`src/rtl/clkcfg_pkg.sv`:
```
package clkcfg_pkg;

  typedef enum logic [2:0] {
    PH_IDLE,
    PH_RX,
    PH_RX_ACK,
    PH_TX,
    PH_TX_ACK
  } phase_t;

  function automatic logic [7:0] reg_default(input int unsigned idx);
    case (idx)
      0:       reg_default = 8'h00;
      1:       reg_default = 8'h0F;
      2, 3, 4: reg_default = 8'hFF;
      5:       reg_default = 8'hEB;
      6:       reg_default = 8'h06;
      default: reg_default = 8'h00;
    endcase
  endfunction

endpackage

```
`src/rtl/clkcfg_line_sync.sv`:
```
module clkcfg_line_sync (
  input  logic clk,
  input  logic rst_n,
  input  logic scl_i,
  input  logic sda_i,
  output logic sda_s,
  output logic scl_rise,
  output logic scl_fall,
  output logic start_evt,
  output logic stop_evt
);
  logic [1:0] scl_ff, sda_ff;
  logic       scl_p, sda_p;

  always_ff @(posedge clk or negedge rst_n) begin
    if (!rst_n) begin
      scl_ff <= 2'b11;
      sda_ff <= 2'b11;
      scl_p  <= 1'b1;
      sda_p  <= 1'b1;
    end else begin
      scl_ff <= {scl_ff[0], scl_i};
      sda_ff <= {sda_ff[0], sda_i};
      scl_p  <= scl_ff[1];
      sda_p  <= sda_ff[1];
    end
  end

  assign sda_s     = sda_ff[1];
  assign scl_rise  = scl_ff[1] & ~scl_p;
  assign scl_fall  = ~scl_ff[1] & scl_p;
  assign start_evt = scl_ff[1] & scl_p & sda_p & ~sda_ff[1];
  assign stop_evt  = scl_ff[1] & scl_p & ~sda_p & sda_ff[1];
endmodule

```
`src/rtl/clkcfg_regbank.sv`:
```
module clkcfg_regbank #(
  parameter int NREGS    = 7,
  parameter int RSVD_IDX = 6,
  localparam int IDXW    = $clog2(NREGS)
) (
  input  logic                 clk,
  input  logic                 rst_n,
  input  logic                 wr_en,
  input  logic [IDXW-1:0]      wr_idx,
  input  logic [7:0]           wr_data,
  input  logic [IDXW-1:0]      rd_idx,
  output logic [7:0]           rd_data,
  output logic [NREGS*8-1:0]   regs
);
  logic [7:0] bank [NREGS];

  for (genvar g = 0; g < NREGS; g++) begin : g_reg
    if (g == RSVD_IDX) begin : g_fixed
      assign bank[g] = clkcfg_pkg::reg_default(g);
    end else begin : g_rw
      logic [7:0] q;
      logic       ld;
      assign ld = wr_en && (wr_idx == IDXW'(g));
      always_ff @(posedge clk or negedge rst_n) begin
        if (!rst_n)  q <= clkcfg_pkg::reg_default(g);
        else if (ld) q <= wr_data;
      end
      assign bank[g] = q;
    end
    assign regs[g*8 +: 8] = bank[g];
  end

  always_comb begin
    rd_data = 8'hFF;
    for (int k = 0; k < NREGS; k++)
      if (rd_idx == IDXW'(k)) rd_data = bank[k];
  end
endmodule

```
`src/rtl/clkcfg_proto_fsm.sv`:
```
module clkcfg_proto_fsm
  import clkcfg_pkg::*;
#(
  parameter logic [6:0] DEV_ADDR = 7'h69,
  parameter int NREGS    = 7,
  parameter int RSVD_IDX = 6,
  parameter int RD_COUNT = 6,
  localparam int IDXW    = $clog2(NREGS),
  localparam int PTRW    = $clog2(NREGS + RD_COUNT + 3)
) (
  input  logic            clk,
  input  logic            rst_n,
  input  logic            sda_s,
  input  logic            scl_rise,
  input  logic            scl_fall,
  input  logic            start_evt,
  input  logic            stop_evt,
  input  logic [7:0]      rd_data,
  output logic [IDXW-1:0] rd_idx,
  output logic            wr_en,
  output logic [IDXW-1:0] wr_idx,
  output logic [7:0]      wr_data,
  output logic            sda_pull,
  output logic            busy
);
  localparam logic [PTRW-1:0] PTR_MAX = {PTRW{1'b1}};

  phase_t          ph_q, ph_d;
  logic [2:0]      bit_q, bit_d;
  logic [7:0]      sh_q, sh_d;
  logic            got_q, got_d;
  logic            adr_q, adr_d;
  logic            rd_q, rd_d;
  logic            oe_q, oe_d;
  logic [PTRW-1:0] idx_q, idx_d;
  logic [PTRW-1:0] widx, ridx, idx_inc;
  logic [7:0]      tx_byte;
  logic            wr_ok;

  assign widx    = idx_q - PTRW'(2);
  assign ridx    = idx_q - PTRW'(1);
  assign idx_inc = (idx_q == PTR_MAX) ? idx_q : idx_q + PTRW'(1);
  assign wr_ok   = (idx_q >= PTRW'(2)) && (widx < PTRW'(NREGS)) &&
                   (widx != PTRW'(RSVD_IDX));
  assign rd_idx  = IDXW'(ridx);
  assign wr_idx  = IDXW'(widx);
  assign wr_data = sh_q;

  always_comb begin
    if (idx_q == '0)                 tx_byte = 8'(RD_COUNT);
    else if (ridx < PTRW'(RD_COUNT)) tx_byte = rd_data;
    else                             tx_byte = 8'hFF;
  end

  always_comb begin
    ph_d  = ph_q;  bit_d = bit_q; sh_d = sh_q; got_d = got_q;
    adr_d = adr_q; rd_d  = rd_q;  idx_d = idx_q;
    wr_en = 1'b0;
    if (start_evt) begin
      ph_d = PH_RX; bit_d = '0; got_d = 1'b0;
      adr_d = 1'b1; rd_d = 1'b0; idx_d = '0;
    end else if (stop_evt) begin
      ph_d = PH_IDLE;
    end else begin
      case (ph_q)
        PH_RX: begin
          if (scl_rise) begin
            sh_d  = {sh_q[6:0], sda_s};
            bit_d = bit_q + 3'd1;
            if (bit_q == 3'd7) got_d = 1'b1;
          end else if (scl_fall && got_q) begin
            got_d = 1'b0;
            if (adr_q) begin
              if (sh_q[7:1] == DEV_ADDR) begin
                adr_d = 1'b0;
                rd_d  = sh_q[0];
                ph_d  = PH_RX_ACK;
              end else begin
                ph_d = PH_IDLE;
              end
            end else begin
              wr_en = wr_ok;
              idx_d = idx_inc;
              ph_d  = PH_RX_ACK;
            end
          end
        end
        PH_RX_ACK: begin
          if (scl_fall) begin
            bit_d = '0;
            if (rd_q) begin
              ph_d = PH_TX;
              sh_d = tx_byte;
            end else begin
              ph_d = PH_RX;
            end
          end
        end
        PH_TX: begin
          if (scl_fall) begin
            sh_d  = {sh_q[6:0], 1'b1};
            bit_d = bit_q + 3'd1;
            if (bit_q == 3'd7) begin
              ph_d  = PH_TX_ACK;
              idx_d = idx_inc;
              got_d = 1'b0;
            end
          end
        end
        PH_TX_ACK: begin
          if (scl_rise) begin
            got_d = sda_s;
          end else if (scl_fall) begin
            if (got_q) begin
              ph_d = PH_IDLE;
            end else begin
              ph_d  = PH_TX;
              sh_d  = tx_byte;
              bit_d = '0;
            end
            got_d = 1'b0;
          end
        end
        default: ;
      endcase
    end
    oe_d = (ph_d == PH_RX_ACK) || ((ph_d == PH_TX) && !sh_d[7]);
  end

  always_ff @(posedge clk or negedge rst_n) begin
    if (!rst_n) begin
      ph_q  <= PH_IDLE;
      bit_q <= '0;
      sh_q  <= '0;
      got_q <= 1'b0;
      adr_q <= 1'b0;
      rd_q  <= 1'b0;
      oe_q  <= 1'b0;
      idx_q <= '0;
    end else begin
      ph_q  <= ph_d;
      bit_q <= bit_d;
      sh_q  <= sh_d;
      got_q <= got_d;
      adr_q <= adr_d;
      rd_q  <= rd_d;
      oe_q  <= oe_d;
      idx_q <= idx_d;
    end
  end

  assign sda_pull = oe_q;
  assign busy     = (ph_q != PH_IDLE);
endmodule

```
`src/rtl/clkcfg_slave.sv`:
```
module clkcfg_slave #(
  parameter logic [6:0] DEV_ADDR = 7'h69,
  parameter int NREGS    = 7,
  parameter int RSVD_IDX = 6,
  parameter int RD_COUNT = 6,
  localparam int IDXW    = $clog2(NREGS)
) (
  input  logic               clk,
  input  logic               rst_n,
  input  logic               scl_i,
  input  logic               sda_i,
  output logic               sda_pull_o,
  output logic [NREGS*8-1:0] cfg_o
);
  logic [1:0]      rst_ff;
  logic            rst_sn;
  logic            sda_s, scl_rise, scl_fall, start_evt, stop_evt;
  logic [7:0]      rd_data, wr_data;
  logic [IDXW-1:0] rd_idx, wr_idx;
  logic            wr_en, busy;

  always_ff @(posedge clk or negedge rst_n) begin
    if (!rst_n) rst_ff <= 2'b00;
    else        rst_ff <= {rst_ff[0], 1'b1};
  end
  assign rst_sn = rst_ff[1];

  clkcfg_line_sync u_sync (
    .clk(clk), .rst_n(rst_sn), .scl_i(scl_i), .sda_i(sda_i),
    .sda_s(sda_s), .scl_rise(scl_rise), .scl_fall(scl_fall),
    .start_evt(start_evt), .stop_evt(stop_evt)
  );

  clkcfg_proto_fsm #(
    .DEV_ADDR(DEV_ADDR), .NREGS(NREGS), .RSVD_IDX(RSVD_IDX), .RD_COUNT(RD_COUNT)
  ) u_fsm (
    .clk(clk), .rst_n(rst_sn), .sda_s(sda_s), .scl_rise(scl_rise),
    .scl_fall(scl_fall), .start_evt(start_evt), .stop_evt(stop_evt),
    .rd_data(rd_data), .rd_idx(rd_idx), .wr_en(wr_en), .wr_idx(wr_idx),
    .wr_data(wr_data), .sda_pull(sda_pull_o), .busy(busy)
  );

  clkcfg_regbank #(.NREGS(NREGS), .RSVD_IDX(RSVD_IDX)) u_bank (
    .clk(clk), .rst_n(rst_sn), .wr_en(wr_en), .wr_idx(wr_idx),
    .wr_data(wr_data), .rd_idx(rd_idx), .rd_data(rd_data), .regs(cfg_o)
  );
endmodule

```
`config.mk`:
```
export PLATFORM = sky130hd
export DESIGN_NAME = clkcfg_slave
export DESIGN_NICKNAME = d
export VERILOG_FILES = /design/src/rtl/clkcfg_pkg.sv /design/src/rtl/clkcfg_line_sync.sv /design/src/rtl/clkcfg_regbank.sv /design/src/rtl/clkcfg_proto_fsm.sv /design/src/rtl/clkcfg_slave.sv
export SDC_FILE = /design/constraint.sdc
export NUM_CORES = 1
export LEC_CHECK = 0
export BUFFER_PORTS_ARGS = -buffer_cell sky130_fd_sc_hd__buf_2
export CAP_MARGIN = 20
export CORE_MARGIN = 2
export CORE_UTILIZATION = 55
export CTS_BUF_LIST = sky130_fd_sc_hd__clkbuf_4 sky130_fd_sc_hd__clkbuf_8 sky130_fd_sc_hd__clkbuf_16
export CTS_CLUSTER_DIAMETER = 30
export DETAILED_ROUTE_END_ITERATION = 10
export GPL_TIMING_DRIVEN = 0
export PLACE_DENSITY = 0.77
export SYNTH_ARGS = -nofsm -noshare
export SYNTH_HDL_FRONTEND = slang
export SYNTH_SLANG_ARGS = --single-unit
```
`constraint.sdc`:
```
create_clock -name clk -period 6.7 [get_ports clk]
set_input_delay 0.335 -clock clk [delete_from_list [all_inputs] [get_ports clk]]
set_output_delay 0.335 -clock clk [all_outputs]
set_load 0.02 [all_outputs]
```
=== After elaboration in Yosys (flattened, before gate mapping) ===
Index checks and enable logic that the tools add are counted.

* Register bits: 78
* Bits in latches: 0
* Memory bits (writable): 0
* Bits in read-only memories: 0
* Output and inout port bits: 57
* Logic and storage cells: 193
* Memories kept: 0

* $add $sub $neg: 4
* $mul: 0
* Div/mod/pow operators: 0
* Magnitude comparators: 3
* Equality and inequality tests: 43
* Shift operators: 0
* Multiplexer cells: 81
* Bitwise operators: 13
* Reductions and logical operators: 29

{| class="wikitable"
|+ Operators with widths
! kind !! count
|-
| two-way mux 8 bit || 18
|-
| two-way mux 3 bit || 17
|-
| two-way mux 4 bit || 8
|-
| case mux 8 bit (4 select lines) || 1
|-
| two-way mux 1 bit || 29
|-
| equality test 3 x 2 -> 1 bit (second input constant) || 8
|-
| case mux 3 bit (4 select lines) || 2
|-
| equality test 3 bit (second input constant) || 7
|-
| != test 4 x 3 -> 1 bit (second input constant) || 4
|-
| != test 3 x 2 -> 1 bit (second input constant) || 5
|-
| != test 3 bit (second input constant) || 5
|-
| AND reduction 7 bit || 2
|-
| logical AND 1 bit || 10
|-
| != test 2 x 1 -> 1 bit (second input constant) || 5
|-
| AND reduction 10 bit || 1
|-
| equality test 3 x 1 -> 1 bit (second input constant) || 3
|-
| less-than comparator 4 x 3 -> 1 bit (second input constant) || 2
|-
| two-way mux 2 bit || 4
|-
| != test 2 bit (second input constant) || 4
|-
| case mux 4 bit (2 select lines) || 1
|-
| AND reduction 8 bit || 1
|-
| nonzero test 2 bit || 4
|-
| nonzero test 4 bit || 2
|-
| bitwise AND 1 bit || 7
|-
| 17 further kinds || 23
|}

=== Logic depth before layout (Yosys ltp) ===
Gate-level depths: netlist (run 1).

* Word-level depth: 20
* Gate-level depth with buffers: 9
* Gate-level depth less buffers: 7

=== Cells and area by module ===
A second synthesis (run 1) with hierarchy kept.

* Cell total of the unflattened synthesis: 393
* Area, all modules: 4431.8 um^2

{| class="wikitable"
|+ By module, submodules not included
! module !! times used !! cells each !! area each (um^2)
|-
| clkcfg_regbank || 1 || 179 || 2406.1
|-
| clkcfg_proto_fsm || 1 || 201 || 1781.7
|-
| clkcfg_line_sync || 1 || 10 || 190.2
|-
| clkcfg_slave || 1 || 3 || 53.8
|}

=== Worst setup path before layout (run 1) ===
No wires, ideal clock.

* Kind: flip-flop to flip-flop
* Start point: reg u_sync.scl_p
* End point: reg u_fsm.sh_q[2], in the netlist u_fsm.wr_data[2]
* Setup time: 119 ps
* Arrival time: 2357 ps
* Data required time: 6581 ps
* Path slack: 4224 ps
* Cell stages (with the launch flop): 10
* Path buffers: 2
* Clock period less this slack: 2476 ps
* Path through: dfstp_2 -> inv_1 -> ha_1 -> buf_4 -> nor3b_4 -> a221oi_2 -> or3_1 -> buf_6 -> or4_1 -> o21a_1

* Cells in the longest elaborated chain, start to end: 5
* Elaborated cells on any way between the ends: 16
* Those cells by class: 5 x eq/ne; 10 x bitwise; 1 x reduce/logical

{| class="wikitable"
|+ Ends and longest elaborated chain
! item !! RTL line !! text
|-
| from (decl) || clkcfg_line_sync.sv:13 || <nowiki>logic scl_p, sda_p;</nowiki>
|-
| from (signal assigned) || clkcfg_line_sync.sv:24 || <nowiki>scl_p <= scl_ff[1];</nowiki>
|-
| bitwise AND 1 bit || clkcfg_line_sync.sv:32, clkcfg_line_sync.sv:33 ||
|-
| bitwise AND 1 bit, on equally long branches (2 in series) || clkcfg_line_sync.sv:33, clkcfg_line_sync.sv:32 ||
|-
| inverter 1 bit (no source line) || - ||
|-
| AND reduction 10 bit (no source line) (*) || - ||
|-
| to (signal assigned) || clkcfg_proto_fsm.sv:134 || <nowiki>sh_q <= '0;</nowiki>
|-
| to (signal assigned) || clkcfg_proto_fsm.sv:143 || <nowiki>sh_q <= sh_d;</nowiki>
|-
| to (decl) || clkcfg_proto_fsm.sv:30 || <nowiki>logic [7:0] sh_q, sh_d;</nowiki>
|}

Every way passes the cells marked *; elsewhere a longest branch is shown, timed or not.
A chain may end at the register's enable or synchronous reset.

=== Worst setup path in the final report (run 1) ===
* Start point: reg u_sync.scl_p
* End point: reg u_bank.g_reg[3].g_rw.q[6]

* Cells in the longest elaborated chain, start to end: 8
* Elaborated cells on any way between the ends: 15
* Those cells by class: 5 x mux; 8 x bitwise; 2 x reduce/logical

{| class="wikitable"
|+ Ends and longest elaborated chain
! item !! RTL line !! text
|-
| bitwise AND 1 bit || clkcfg_line_sync.sv:31 || <nowiki>assign scl_fall = ~scl_ff[1] & scl_p;</nowiki>
|-
| logical AND 1 bit || clkcfg_proto_fsm.sv:71 || <nowiki>end else if (scl_fall && got_q) begin</nowiki>
|-
| two-way mux 1 bit || clkcfg_proto_fsm.sv:71 ||
|-
| two-way mux 1 bit || clkcfg_proto_fsm.sv:67 || <nowiki>if (scl_rise) begin</nowiki>
|-
| two-way mux 1 bit || clkcfg_proto_fsm.sv:65 || <nowiki>case (ph_q)</nowiki>
|-
| two-way mux 1 bit || clkcfg_proto_fsm.sv:62 || <nowiki>end else if (stop_evt) begin</nowiki>
|-
| two-way mux 1 bit (*) || clkcfg_proto_fsm.sv:59 || <nowiki>if (start_evt) begin</nowiki>
|-
| logical AND 1 bit (*) || clkcfg_regbank.sv:23 || <nowiki>assign ld = wr_en && (wr_idx == IDXW'(g));</nowiki>
|-
| to (signal assigned) || clkcfg_regbank.sv:25 || <nowiki>if (!rst_n) q <= clkcfg_pkg::reg_default(g);</nowiki>
|-
| to (signal assigned) || clkcfg_regbank.sv:26 || <nowiki>else if (ld) q <= wr_data;</nowiki>
|-
| to (decl) || clkcfg_regbank.sv:21 || <nowiki>logic [7:0] q;</nowiki>
|}

Marks and branches as above.

==> impl_metrics.py, run 1 <==
metrics = {
    "cts": {
        "cts_max_level": 3,
        "post-cts-setup-buffer-count": 0,
        "clk_pin_slew_ps": 80,
        "root_buffer": "clkbuf_8",
        "cts_tree": "yes",
        "cts_hold_buf": 1,
        "clockBufferDepth": 2,
        "cts-resized-gates": 0,
        "cts.sinks": 78,
        "cts_buffers": 9,
        "clk_latency_ps": 360,
    },
    "placed_design": {
        "place_congestion": 0.963,
        "post-place-ws_ps": 3830,
        "dpl.hpwl_mm": 7.69,
        "io_buffers": 52,
    },
    "worst_setup_path": {
        "arrival_ps": 3210,
        "worstSetupEndpointType": "flip-flop",
        "cp-start-kind": "flip-flop",
        "cp_max_fo": 10,
        "path_class": "flip-flop to flip-flop",
        "cp_data_required_time_ps": 6990,
    },
    "route": {
        "ant_nets": 0,
        "drt_iter0_drc": 229,
        "drt_wl_total_mm": 11.0,
        "drc": 0,
        "routedWlPerCell_um": 18.9,
        "vias": 3585,
        "via_per_inst": 6.19,
        "first_pass_iters": 5,
    },
    "timing": {
        "hold_viol": 0,
        "tns_ps": 0,
        "fin_crit_sh": 0.436,
        "slew_headroom": 0.406,
        "setup_viol": 0,
        "finalWorstSetupSlack_ps": 3780,
        "hold_slack_ps": 66.8,
        "max_clock_freq_mhz": 342,
        "grt_setup_unrepaired": "false",
        "period_needed_ps": 2920,
        "worst_pin_slew_ps": 884,
        "skew_ps": 8.02,
        "slew_viol_final": 0,
    },
    "synthesis": {
        "synth_edf_count": 0,
        "ys_async_sr_fraction": 1.00,
        "ys_warn_count": 0,
        "synth_ff_type": "dfstp_2",
        "ys_types": 70,
        "synth-seq-area-share": 0.457,
        "synthCells": 400,
        "synth_area_mm2": 0.00438,
        "synth_area_per_cell_um2": 11.0,
        "ys_ff_latch": 78,
    },
    "global_routing": {
        "grt_overflow_total": 0,
        "grt_max_degree": 69,
        "grt_pass1_wl_mm": 17.6,
        "grt_usage": 0.264,
        "grt_pass1_vias": 3354,
        "antenna_found_initial": 0,
    },
    "final_layout": {
        "num-nets-final": 491,
        "area_growth_pct": 15.4,
        "nFillCells": 627,
        "drive_gt1_frac": 0.405,
        "multi_input_area_mm2": 0.00217,
        "antenna_cells": 0,
        "register_area_mm2": 0.00201,
    },
    "power": {
        "leakagePower_nw": 2.38,
        "power.density_mw_per_mm2": 357,
        "vdd_drop_max_mv": 0.180,
    },
    "run": {
        "max_cap_violations": 0,
    },
    "outcome": {
        "outcome": "finished clean",
    },
    "floorplanning": {
        "die_y_um": 93.3,
        "ios": 61,
        "start_util": 0.567,
        "die_w_um": 93.3,
        "core-area_mm2": 0.00773,
        "fp.dieArea_mm2": 0.00870,
        "rows": 32,
    },
    "hold_path": {
        "hold_class": "input port to flip-flop",
    },
}
-- layout make-up --
cell class	count	area share
tap	102	0.0252
clock inverter	5	0.0131
sequential	78	0.397
multi-input combinational	282	0.430
buffer	31	0.0339
inverter	16	0.0119
timing repair buffer	54	0.0589
clock buffer	11	0.0300
-- cells by family after synthesis --
| group | count (synthesis) | share of synthesized area |
|---|---|---|
| other cells | 2 | 0.00171 |
| compound gates | 100 | 0.164 |
| buf+inv | 47 | 0.0528 |
| simple gates | 102 | 0.141 |
| xor+xnor | 5 | 0.0100 |
| mux | 51 | 0.130 |
| fa+ha+maj | 15 | 0.0428 |
| flops | 78 | 0.457 |
-- power by group --
part	total [mW]	switching [mW]	leakage (nW)	internal, mW
clock network	0.384	0.188	0.108	0.196
registers	0.581	0.0516	0.902	0.529
logic	0.842	0.544	1.37	0.298
-- sequential cells by signal, summed over array words and instances (netlist names) --
| signal | count |
|---|---|
| u_fsm.got_q | 1 |
| u_sync.scl_p | 1 |
| u_sync.sda_p | 1 |
| u_fsm.sda_pull | 1 |
| u_bank.g.g_rw.q | 48 |
| u_sync.scl_ff | 2 |
| u_fsm.rd_q | 1 |
| u_fsm.idx_q | 4 |
| u_fsm.wr_data | 8 |
| u_fsm.bit_q | 3 |
| rst_ff | 2 |
| u_fsm.adr_q | 1 |
| u_sync.sda_ff | 2 |
| u_fsm.ph_q | 3 |
-- final timing paths --
check	from	endpoint	slack (ps)	depth (start not counted)
min in group asynchronous	rst_ff[1]$_DFF_PN0_	u_fsm.ph_q[0]$_DFF_PN0_	150	0
max in group asynchronous	rst_ff[1]$_DFF_PN0_	u_bank.g_reg[4].g_rw.q[2]$_DFFE_PN1P_	5930	1
worst min-delay path	sda_i	u_sync.sda_ff[0]$_DFF_PN1_	70	1
worst max register to register	u_sync.scl_p$_DFF_PN1_	u_bank.g_reg[3].g_rw.q[6]$_DFFE_PN1P_	3780	7
worst max-delay path	u_sync.scl_p$_DFF_PN1_	u_bank.g_reg[3].g_rw.q[6]$_DFFE_PN1P_	3780	7
worst min register to register	rst_ff[1]$_DFF_PN0_	u_fsm.ph_q[0]$_DFF_PN0_	150	0
-- per-layer routing --
| layer | share of wire | up-vias | global-route usage | wire (um) |
|---|---|---|---|---|
| met2 | 0.47 | 153 | 0.403 | 5130 |
| li1 | - | 1613 | - | - |
| met3 | 0.069 | 26 | 0.0564 | 752 |
| met5 | 0 | - | 0 | 0 |
| met4 | 0.020 | 0 | 0.100 | 218 |
| met1 | 0.44 | 1793 | 0.371 | 4860 |
-- through the flow --
stage / utilization / cell area [um2] / power [mW] / cells
2_1_floorplan: - / 4410 / 1.19 / 407
3_3_place_gp: 0.621 / 4800 / 1.38 / 561
3_5_place_dp: 0.625 / 4830 / 1.40 / 562
4_1_cts: 0.654 / 5050 / 1.80 / 579
5_1_grt: 0.654 / 5050 / 1.92 / 579
6_report: 0.654 / 5050 / 1.81 / 579
-- synthesized netlist by cell type (all sizes together), types with 7 or more instances --
master	instances	area (um2)
dfstp	40	1050
mux2	49	552
o21ai	11	55.1
buf	24	145
nand3	9	45.0
dfrtp	38	951
nor3	8	45.0
inv	16	60.1
a21oi	28	144
nor2b	12	75.1
o22ai	9	56.3
o221ai	9	78.8
clkbuf	7	26.3
ha	15	188
nand4	7	81.3
a221oi	7	67.6
nand2	20	75.1
nor2	14	52.6
-- layout by cell type, fill, tap and decap left out, types with 11 or more instances in the layout --
cell / count
nor2b_1: 12
buf_2: 57
dfstp_2: 40
a21oi_1: 27
nand2_1: 20
ha_1: 15
nor2_1: 14
clkbuf_8: 11
mux2_2: 49
inv_1: 15
o21ai_0: 11
dfrtp_1: 37
-- critical path, stage by stage (launching register included) --
cell	delay, ps
dfstp_2	550
inv_1	50
ha_1	180
buf_4	180
nand3b_1	230
nor4_1	760
nand4_2	480
mux2_2	420
(Power assumes the default switching activity.)
==> inputs of run 2 (changes only) <==
clock period = 2.9 ns   (was 6.7 ns; I/O delays follow)
==> run 2 against run 1 <==
Against the previous run: power increased by 130%; wire length increased by 0.81%; maximum frequency up 8.2%; highest routed layer unchanged.
==> impl_metrics.py, run 2 (same netlist as run 1, synthesis figures left out) <==
metrics = {
    "cts": {
        "clk_latency_ps": 370,
        "clk_pin_slew_ps": 80,
        "cts_max_level": 3,
        "cts_tree": "yes",
        "cts_buffers": 9,
        "root_buffer": "clkbuf_8",
        "cts.sinks": 78,
        "clockBufferDepth": 2,
    },
    "timing": {
        "skew_ps": 13.2,
        "period_needed_ps": 2700,
        "worst_pin_slew_ps": 827,
        "slew_headroom": 0.444,
        "slew_viol_final": 0,
        "grt_setup_unrepaired": "false",
        "fin_crit_sh": 0.931,
        "setup_viol": 0,
        "hold_viol": 0,
        "finalWorstSetupSlack_ps": 200,
        "max_clock_freq_mhz": 370,
    },
    "global_routing": {
        "grt_usage": 0.264,
        "grt_pass1_wl_mm": 17.6,
        "antenna_found_initial": 0,
        "grt_pass1_vias": 3363,
        "grt_overflow_total": 0,
        "grt_max_degree": 69,
    },
    "route": {
        "ant_nets": 0,
        "vias": 3646,
        "via_per_inst": 6.28,
        "first_pass_iters": 5,
        "drc": 0,
        "drt_iter0_drc": 255,
        "routedWlPerCell_um": 19.0,
        "drt_wl_total_mm": 11.1,
    },
    "worst_setup_path": {
        "path_class": "flip-flop to flip-flop",
        "endpoint": "u_fsm.wr_data[2]$_DFFE_PN0P_",
        "cpMaxStageDelayCell": "a31oi_1",
        "regToRegEndpoint": "u_fsm.wr_data[2]$_DFFE_PN0P_",
        "worstPathCellList": "inv_1 > ha_1 > buf_4 > or2b_1 > or4_1 > a31oi_1 > a32oi_1 > o21a_1",
        "arrival_ps": 2960,
        "r2r_slack_ps": 200,
        "crit_start": "u_sync.scl_p$_DFF_PN1_",
        "cpPeakStageDelay_ps": 560,
        "reg2reg_depth": 8,
        "worstSetupEndpointType": "flip-flop",
        "cp_data_required_time_ps": 3160,
        "timing.rr.start": "u_sync.scl_p$_DFF_PN1_",
        "cp-start-kind": "flip-flop",
        "cp_max_fo": 10,
    },
    "placed_design": {
        "post-place-ws_ps": 28.8,
        "dpl.hpwl_mm": 7.69,
        "placed_area_mm2": 0.00483,
        "io_buffers": 52,
        "place_congestion": 0.963,
    },
    "floorplanning": {
        "fp.dieArea_mm2": 0.00870,
        "rows": 32,
        "ios": 61,
        "die_y_um": 93.3,
        "start_util": 0.567,
        "core-area_mm2": 0.00773,
        "die_w_um": 93.3,
    },
    "hold_path": {
        "hold_class": "input port to async pin",
    },
    "final_layout": {
        "antenna_cells": 0,
        "mostFrequentLayoutCell": "buf_2",
        "area_growth_pct": 16.3,
        "final_cell_mix": "buf_2 (57), mux2_2 (49), dfstp_2 (40)",
        "top_register": "u_bank.g.g_rw.q",
        "num-nets-final": 493,
        "drive_gt1_frac": 0.407,
        "fin_area_mm2": 0.00509,
        "largest_reg_flops": 48,
    },
    "power": {
        "leakagePower_nw": 2.40,
        "power.density_mw_per_mm2": 825,
        "vdd_drop_max_mv": 0.420,
    },
    "outcome": {
        "outcome": "finished clean",
    },
    "run": {
        "max_cap_violations": 0,
    },
}
## run 2: area by class of cell
type	count	area, um2
inverters	16	60.1
multi-input cells	282	2190
clock inverters	5	66.3
repair buffers	56	318
flip-flops and latches	78	2010
fillers	624	2630
clock buffers	11	151
plain buffers	31	171
well taps	102	128
## run 2: per-layer routing
metal | up-vias | global-route usage | part of all wire | wire (um)
met4 | 0 | 0.100 | 0.021 | 236
met3 | 28 | 0.0564 | 0.076 | 839
met2 | 186 | 0.403 | 0.47 | 5180
met5 | - | 0 | 0 | 0
met1 | 1817 | 0.371 | 0.43 | 4800
li1 | 1615 | - | - | -
## run 2: worst min path at each step
stage	endpoint	slack [ps]	cells past startpoint
2_1_floorplan	rst_ff[0]$_DFF_PN0_	-150	0
3_3_place_gp	rst_ff[0]$_DFF_PN0_	-70	1
3_5_place_dp	rst_ff[0]$_DFF_PN0_	-70	1
4_1_cts	rst_ff[1]$_DFF_PN0_	80	2
5_1_grt	rst_ff[1]$_DFF_PN0_	80	2
6_report	rst_ff[1]$_DFF_PN0_	90	2
## run 2: per-stage QoR
| stage | std cells | hold slack, ps | util | power, mW | TNS, ps |
|---|---|---|---|---|---|
| after CTS | 581 | 79.5 | 0.658 | 4.16 | 0 |
| after floorplan | 407 | -151 | - | 2.75 | 0 |
| after global placement | 561 | -68.4 | 0.621 | 3.19 | -4360 |
| final | 581 | 91.0 | 0.659 | 4.20 | 0 |
| after global routing | 581 | 83.0 | 0.659 | 4.46 | 0 |
| after detailed placement | 562 | -65.8 | 0.625 | 3.23 | 0 |
## run 2: power breakdown
part           total [mW]  internal (mW)  leakage, nW  switching [mW]
Sequential           1.34           1.22        0.902           0.119
Clock               0.889          0.454        0.108           0.436
Combinational        1.97          0.698         1.39            1.27
## run 2: repair_timing
item                                    4_1_cts  5_1_grt
endpoints found under the hold margin         4        0
gates resized for setup                       1        2
hold buffers                                  3        0
endpoints found under the setup margin        1       11
setup buffers                                 0        0
## run 2: critical path, delay by kind of cell (launching register included)
| family | cells | cell delay (ps) |
|---|---|---|
| compound gates | 3 | 910 |
| fa+ha+maj | 1 | 180 |
| buf+inv | 2 | 230 |
| flops | 1 | 550 |
| simple gates | 2 | 740 |
